## config.mk

```make
export PLATFORM = sky130hd
export DESIGN_NAME = disp_wrap_adj
export DESIGN_NICKNAME = d
export VERILOG_FILES = /design/src/rtl/disp_wrap_pkg.sv /design/src/rtl/wrap_size_latch.sv /design/src/rtl/wrap_decoder.sv /design/src/rtl/wrap_adder.sv /design/src/rtl/disp_wrap_adj.sv
export SDC_FILE = /design/constraint.sdc
export NUM_CORES = 1
export LEC_CHECK = 0
export BUFFER_PORTS_ARGS = -buffer_cell sky130_fd_sc_hd__buf_2
export CORE_AREA = 2 2 39 41
export DETAILED_ROUTE_END_ITERATION = 8
export DIE_AREA = 0 0 41 43
export MAX_ROUTING_LAYER = met4
export SYNTH_ARGS = -nofsm -noshare
export SYNTH_HDL_FRONTEND = slang
export SYNTH_HIERARCHICAL = 1
export SYNTH_SLANG_ARGS = --single-unit
```

## constraint.sdc

```tcl
create_clock -name clk -period 4.04 [get_ports clk]
set_input_delay 0.404 -clock clk [delete_from_list [all_inputs] [get_ports clk]]
set_output_delay 0.404 -clock clk [all_outputs]
set_load 0.05 [all_outputs]
```

## src/rtl/disp_wrap_pkg.sv

```systemverilog
package disp_wrap_pkg;
    localparam int AA_W_DEF   = 4;
    localparam int IDX_W_DEF  = 3;
    localparam int CODE_W     = 2;
    localparam int N_SIZES    = 1 << CODE_W;

    typedef struct packed {
        logic [CODE_W-1:0] code;
    } szlat_t;
endpackage

```

## src/rtl/wrap_size_latch.sv

```systemverilog
module wrap_size_latch
    import disp_wrap_pkg::*;
#(
    parameter int IDX_W  = IDX_W_DEF,
    parameter int LO_BIT = 4,
    parameter int HI_BIT = 5
) (
    input  logic              clk,
    input  logic              rst_n,
    input  logic              we,
    input  logic [IDX_W-1:0]  idx,
    input  logic              wbit,
    output logic [CODE_W-1:0] code
);
    localparam logic [IDX_W-1:0] LO_IDX = IDX_W'(LO_BIT);
    localparam logic [IDX_W-1:0] HI_IDX = IDX_W'(HI_BIT);

    szlat_t st_d, st_q;

    always_comb begin
        st_d = st_q;
        if (we && idx == LO_IDX) st_d.code[0] = wbit;
        if (we && idx == HI_IDX) st_d.code[1] = wbit;
    end

    always_ff @(posedge clk or negedge rst_n) begin
        if (!rst_n) st_q <= '0;
        else        st_q <= st_d;
    end

    assign code = st_q.code;

    // addressed cells take the data bit
    p_load_lo_r7: assert property (@(posedge clk) disable iff (!rst_n)
        (we && idx == LO_IDX) |=> (code[0] == $past(wbit)));
    p_load_hi_r7: assert property (@(posedge clk) disable iff (!rst_n)
        (we && idx == HI_IDX) |=> (code[1] == $past(wbit)));
    // other writes leave the code alone
    p_hold_r8: assert property (@(posedge clk) disable iff (!rst_n)
        !(we && (idx == LO_IDX || idx == HI_IDX)) |=> $stable(code));
    // code is cleared by reset
    p_reset_r9: assert property (@(posedge clk) disable iff (!rst_n)
        $rose(rst_n) |-> (code == '0));
endmodule

```

## src/rtl/wrap_decoder.sv

```systemverilog
module wrap_decoder
    import disp_wrap_pkg::*;
#(
    parameter int AA_W = AA_W_DEF,
    parameter logic [N_SIZES*AA_W-1:0] UNITS = '0
) (
    input  logic              ovf,
    input  logic [CODE_W-1:0] code,
    output logic [AA_W-1:0]   opnd
);
    logic [AA_W-1:0] inv_units [N_SIZES];

    for (genvar k = 0; k < N_SIZES; k++) begin : g_inv
        assign inv_units[k] = ~UNITS[k*AA_W +: AA_W];
    end

    always_comb begin
        if (ovf) opnd = inv_units[code];
        else     opnd = '1;
    end
endmodule

```

## src/rtl/wrap_adder.sv

```systemverilog
module wrap_adder #(
    parameter int W = 4
) (
    input  logic [W-1:0] a,
    input  logic [W-1:0] b,
    output logic [W-1:0] sum
);
    logic [W-1:0] carry;

    assign carry[0] = 1'b1;

    for (genvar i = 0; i < W; i++) begin : g_bit
        assign sum[i] = a[i] ^ b[i] ^ carry[i];
        if (i < W-1) begin : g_carry
            assign carry[i+1] = (a[i] & b[i]) | (carry[i] & (a[i] ^ b[i]));
        end
    end
endmodule

```

## src/rtl/disp_wrap_adj.sv

```systemverilog
module disp_wrap_adj
    import disp_wrap_pkg::*;
#(
    parameter int AA_W   = AA_W_DEF,
    parameter int IDX_W  = IDX_W_DEF,
    parameter int LO_BIT = 4,
    parameter int HI_BIT = 5,
    parameter logic [N_SIZES*AA_W-1:0] SIZE_UNITS =
        {AA_W'(5), AA_W'(10), AA_W'(4), AA_W'(8)}
) (
    input  logic             clk,
    input  logic             rst_n,
    input  logic [AA_W-1:0]  ma_mid,
    input  logic             ma_ovf,
    input  logic             lat_we,
    input  logic [IDX_W-1:0] lat_idx,
    input  logic             lat_bit,
    output logic [AA_W-1:0]  adj_addr
);
    logic [CODE_W-1:0] size_code;
    logic [AA_W-1:0]   sub_opnd;

    wrap_size_latch #(.IDX_W(IDX_W), .LO_BIT(LO_BIT), .HI_BIT(HI_BIT)) u_latch (
        .clk  (clk),
        .rst_n(rst_n),
        .we   (lat_we),
        .idx  (lat_idx),
        .wbit (lat_bit),
        .code (size_code)
    );

    wrap_decoder #(.AA_W(AA_W), .UNITS(SIZE_UNITS)) u_dec (
        .ovf (ma_ovf),
        .code(size_code),
        .opnd(sub_opnd)
    );

    wrap_adder #(.W(AA_W)) u_add (
        .a  (ma_mid),
        .b  (sub_opnd),
        .sum(adj_addr)
    );

    localparam logic [AA_W-1:0] START0 = AA_W'(0) - SIZE_UNITS[0*AA_W +: AA_W];
    localparam logic [AA_W-1:0] START1 = AA_W'(0) - SIZE_UNITS[1*AA_W +: AA_W];
    localparam logic [AA_W-1:0] START2 = AA_W'(0) - SIZE_UNITS[2*AA_W +: AA_W];
    localparam logic [AA_W-1:0] START3 = AA_W'(0) - SIZE_UNITS[3*AA_W +: AA_W];

    // no overflow, no change
    p_pass_r1: assert property (@(posedge clk) disable iff (!rst_n)
        !ma_ovf |-> (adj_addr == ma_mid));
    // first address after the wrap lands on the area start
    p_start_r2: assert property (@(posedge clk) disable iff (!rst_n)
        (ma_ovf && size_code == 2'b00 && ma_mid == '0) |-> (adj_addr == START0));
    p_start_r3: assert property (@(posedge clk) disable iff (!rst_n)
        (ma_ovf && size_code == 2'b01 && ma_mid == '0) |-> (adj_addr == START1));
    p_start_r4: assert property (@(posedge clk) disable iff (!rst_n)
        (ma_ovf && size_code == 2'b10 && ma_mid == '0) |-> (adj_addr == START2));
    p_start_r5: assert property (@(posedge clk) disable iff (!rst_n)
        (ma_ovf && size_code == 2'b11 && ma_mid == '0) |-> (adj_addr == START3));
    // top slice minus one unit step stays one below the start of the next slice
    p_mod_r6: assert property (@(posedge clk) disable iff (!rst_n)
        (ma_ovf && ma_mid == '1) |-> (adj_addr == AA_W'(ma_mid + sub_opnd + 1'b1)));
endmodule

```

## Word-level counts from Yosys, hierarchy flattened

Cells that the tools add are included.

| operators by class | value |
|---|---|
| add/sub/neg operators | 0 |
| multipliers | 0 |
| div/mod/pow operators | 0 |
| magnitude comparators | 1 |
| equal/unequal tests | 2 |
| shift operators | 0 |
| muxes and demuxes | 4 |
| bitwise logic cells | 17 |
| reductions and logical operators | 2 |

Operators by type and width:

| cell | count |
|---|---|
| $mux 4 | 3 |
| $bmux 4 s2 | 1 |
| $xor 1x1->1 | 7 |
| $eq 3x3->1 const B | 2 |
| $and 1x1->1 | 5 |
| $ge 3x3->1 const B | 1 |
| $not 2->3 | 1 |
| $or 1x1->1 | 3 |
| $logic_and 1x1->1 | 2 |
| $not 1->1 | 1 |

| storage, ports and cells | value |
|---|---|
| bits in registers | 2 |
| latch bits | 0 |
| memory bits (writable) | 0 |
| ROM bits | 0 |
| output and inout bits | 4 |
| logic and storage cells | 28 |
| memories | 0 |

## Logic depth before layout (Yosys ltp)

| depth | value |
|---|---|
| word-level depth | 12 |
| depth in mapped cells | 7 |
| gate-level depth less buffers | 7 |

## By module

Netlist, hierarchy kept.

By module, submodules not included:

| module | times used | cells an instance | area each (um^2) | sequential area each (um^2) |
|---|---|---|---|---|
| wrap_size_latch | 1 | 6 | 97.6 | 50.0 |
| wrap_adder | 1 | 8 | 91.3 | 0.0 |
| wrap_decoder | 1 | 4 | 22.5 | 0.0 |

## Worst setup path before layout

OpenSTA, ideal clock, no wires.

| timing | value |
|---|---|
| path kind | input port to output port |
| from | input ma_ovf |
| to | output adj_addr[3] |
| arrival | 2.097 ns |
| data required time | 3.636 ns |
| slack | 1.539 ns |
| stages on the path | 7 |
| buffers on the path | 0 |
| cells stage by stage | nand3_1 > inv_1 > ha_1 > inv_1 > fa_1 > fa_1 > xor3_1 |

| on the way | value |
|---|---|
| longest elaborated chain between the ends | 8 |
| elaborated cells on any way between the ends | 14 |
| classes of those cells | mux (1); bitwise (13) |

Ends and longest elaborated chain:

| what | line | source |
|---|---|---|
| from (decl) | disp_wrap_adj.sv:14 | `input logic ma_ovf,` |
| $mux 4 * | wrap_decoder.sv:18 | `if (ovf) opnd = inv_units[code];` |
| $and 1x1->1 or $xor 1x1->1 (tied branches) | wrap_adder.sv:15 | `assign carry[i+1] = (a[i] & b[i]) \| (carry[i] & (a[i] ^ b[i]));` |
| $or 1x1->1 | wrap_adder.sv:15 |  |
| $and 1x1->1 | wrap_adder.sv:15 |  |
| $or 1x1->1 | wrap_adder.sv:15 |  |
| $and 1x1->1 | wrap_adder.sv:15 |  |
| $or 1x1->1 | wrap_adder.sv:15 |  |
| $xor 1x1->1 * | wrap_adder.sv:13 | `assign sum[i] = a[i] ^ b[i] ^ carry[i];` |
| to (decl) | disp_wrap_adj.sv:18 | `output logic [AA_W-1:0] adj_addr` |

Every way passes the cells marked *; elsewhere a longest branch is shown, timed or not.

## Final worst setup path

| timing | value |
|---|---|
| from | register u_latch.st_q, in the netlist u_latch/code[0] |
| to | output adj_addr[3] |

| on the way | value |
|---|---|
| longest elaborated chain between the ends | 12 |
| elaborated cells on any way between the ends | 18 |
| classes of those cells | mux (4); bitwise (14) |

Ends and longest elaborated chain:

| what | line | source |
|---|---|---|
| from (decl) | wrap_size_latch.sv:18 | `szlat_t st_d, st_q;` |
| from (signal assigned) | wrap_size_latch.sv:28 | `else st_q <= st_d;` |
| $not 2->3 (not written as such) * | wrap_decoder.sv:18 |  |
| $bmux 4 s2 * | wrap_decoder.sv:18 |  |
| $mux 4 (not written as such) * (2 in series) | wrap_decoder.sv:18 |  |
| $mux 4 * | wrap_decoder.sv:18 |  |
| via sub_opnd[0] | disp_wrap_adj.sv:21 | `logic [AA_W-1:0] sub_opnd;` |
| $and 1x1->1 or $xor 1x1->1 (tied branches) | wrap_adder.sv:15 |  |
| $or 1x1->1 * | wrap_adder.sv:15 |  |
| $and 1x1->1 * | wrap_adder.sv:15 |  |
| $or 1x1->1 * | wrap_adder.sv:15 |  |
| $and 1x1->1 * | wrap_adder.sv:15 |  |
| $or 1x1->1 * | wrap_adder.sv:15 |  |
| $xor 1x1->1 * | wrap_adder.sv:13 |  |

Mark *: on every way through the listed nets, which the timed path passes. The rest lies on a longest branch. The select of a mux whose other input is x is not followed.

==> flow_metrics.env <==
export IMPL_syn_nets=33
export IMPL_p_per_area_mw_per_mm2=438
export IMPL_yosys_cell_count_top_type="inv_1"
export IMPL_worstPathMaxFanout=5
export IMPL_synth_area_leaders="dfrtp_1, fa_1, xor3_1"
export IMPL_finalCriticalPeriod_ns=2.69
export IMPL_clk_latency_ns=0.22
export IMPL_maxCapViolations=0
export IMPL_vias=191
export IMPL_yosys_warnings=6
export IMPL_synthArstFlopShare_pct=100
export IMPL_post_route_period_util_pct=66.7
export IMPL_synth_area_leader_cell="dfrtp_1"
export IMPL_skew_ns=0
export IMPL_diodes=0
export IMPL_finalSetupTns_ns=0
export IMPL_viasPerCell=3.60
export IMPL_core_area_mm2=0.00138
export IMPL_startpoint_type="register"
export IMPL_synth_edf_count=0
export IMPL_fin_nets=54
export IMPL_hold_viol_final=0
export IMPL_drive_above_1_share_pct=54.1
export IMPL_cts_resized_gates=0
export IMPL_grt_setup_unrepaired="false"
export IMPL_status="finished, final reports clean"
export IMPL_ir_drop_uv=166
export IMPL_drc_errors=0
export IMPL_slew_headroom_pct=83.6
export IMPL_crit_family="adder cells"
export IMPL_synth_seq_cells=2
export IMPL_fp_row_count=14
export IMPL_numCtsBuffers=3
export IMPL_synth_commonest_cells="inv_1, dfrtp_1, fa_1"
export IMPL_cpPeakStageDelay_ns=0.39
export IMPL_largest_reg_flops=2
export IMPL_htree_levels=1
export IMPL_postCtsSetupRepairBufs=0
export IMPL_cts_tree="yes"
export IMPL_postSynthCellCount=18
export IMPL_synth_top_area_share_pct=23.7
export IMPL_grt_pass1_wl_um=634
export IMPL_wl_per_cell_um=7.66
export IMPL_grt_max_degree=6
export IMPL_path_buf_inv=3
export IMPL_grt_pass1_vias=167
export IMPL_path_clk_slew_ns=0.03
export IMPL_slowest_stage="dfrtp_1"
export IMPL_placed_cells=49
export IMPL_fill_cells=155
export IMPL_cts_buffer_depth=2
export IMPL_routed_wl_um=406
export IMPL_synth_distinct_cells=13
export IMPL_cts_root_buf="clkbuf_4"
export IMPL_hold_slack_ns=0.434
export IMPL_start_util_pct=15.3
export IMPL_io_pins=16
export IMPL_synthFlopType="dfrtp_1"
export IMPL_syn_avg_cell_area_um2=11.7
export IMPL_drtPass1Iterations=2
export IMPL_fmax_ghz=0.371
export IMPL_hpwl_um=353
export IMPL_netlist_area_um2=211
export IMPL_dieArea_mm2=0.00176
export IMPL_gr_usage_all_layers_pct=6.41
export IMPL_antenna_found_initial=0
export IMPL_cts_sinks=2
export IMPL_end_kind="primary output"
export IMPL_ys_seq_area_share_pct=23.7
export IMPL_cp_data_required_time_ns=3.64
export IMPL_drt_initial_drc_count=2
export IMPL_setup_viol=0
export IMPL_overflow=0
export IMPL_report_final_slew_viol_count=0
export IMPL_die_x_um=41
export IMPL_die_y_um=43
export IMPL_p_leak_nw=0.183
export IMPL_min_path_type="input port to register"
export IMPL_io_buffer_count=15
export IMPL_crit_type="register to primary output"
export IMPL_drt_antenna_violating_nets=0
export IMPL_cp_arrival_ns=2.29
export IMPL_ctsHoldBuffers=1
export IMPL_crit_chain="nand3_1 > inv_1 > ha_1 > inv_1 > fa_1 > fa_1 > xor3_1 > buf_2"
export IMPL_fin_cells=53
export IMPL_place_gp_congestion=0.544
export IMPL_tightest_slew_ns=0.248
export IMPL_area_growth_pct=60.4
==> logic make-up after synthesis <==
logic type	Yosys count	share of synthesized area, %
DFF	2	23.7
adders and majority gates	3	24.9
xor gates and xnor gates	1	11.2
buffers and inverters	4	7.10
muxes	2	12.4
and+or+nand+nor	6	20.7
==> layer usage <==
metal	global-route usage, %	up-vias	share of wire (%)
met5	-	-	0
met4	8.00	0	0
met3	4.71	0	9.1
met2	7.81	10	51
met1	5.23	82	40
li1	-	99	-
==> worst paths after layout <==
| path | from | to | slack, ns | cells after the start |
|---|---|---|---|---|
| worst min register to register | u_latch/code[1] | u_latch/code[1] | 0.54 | 1 |
| worst max register to register | u_latch/code[0] | u_latch/code[0] | 3.24 | 1 |
| min in group asynchronous | rst_n | u_latch/code[0] | 0.50 | 2 |
| worst max-delay path | u_latch/code[0] | adj_addr[3] | 1.35 | 8 |
| max in group asynchronous | rst_n | u_latch/code[1] | 3.44 | 2 |
| worst min-delay path | lat_bit | u_latch/code[0] | 0.43 | 2 |
==> metrics by stage <==
stage	utilization [%]	cell area [um^2]	setup slack, ns	power, W
2_1_floorplan	-	211	1.54	0.0000912
3_3_place_gp	22.2	307	1.46	0.000104
3_5_place_dp	22.2	307	1.45	0.000105
4_1_cts	24.5	339	1.30	0.000153
5_1_grt	24.5	339	1.22	0.000161
6_report	24.5	339	1.35	0.000148
==> area by class of cell <==
| type | count | area (um^2) | area share [%] |
|---|---|---|---|
| sequential | 2 | 50.0 | 14.8 |
| timing repair buffer | 16 | 85.1 | 25.1 |
| multi-input combinational | 12 | 146 | 43.2 |
| tap | 16 | 20.0 | 5.90 |
| inverter | 4 | 15.0 | 4.43 |
| clock buffer | 3 | 22.5 | 6.64 |
==> layout by cell type (no fill, tap or decap), types with 2 or more instances in the layout <==
cell type  netlist  final
clkbuf_4         0      3
fa_1             2      2
buf_2            0     15
inv_1            4      4
dfrtp_1          2      2
==> power by group <==
group,internal (W),switching (W),total [W]
Combinational,0.0000270,0.0000484,0.0000755
Sequential,0.0000247,0.00000431,0.0000290
Clock,0.0000328,0.0000112,0.0000439
Total,0.0000844,0.0000639,0.000148
(Power assumes the default switching activity.)
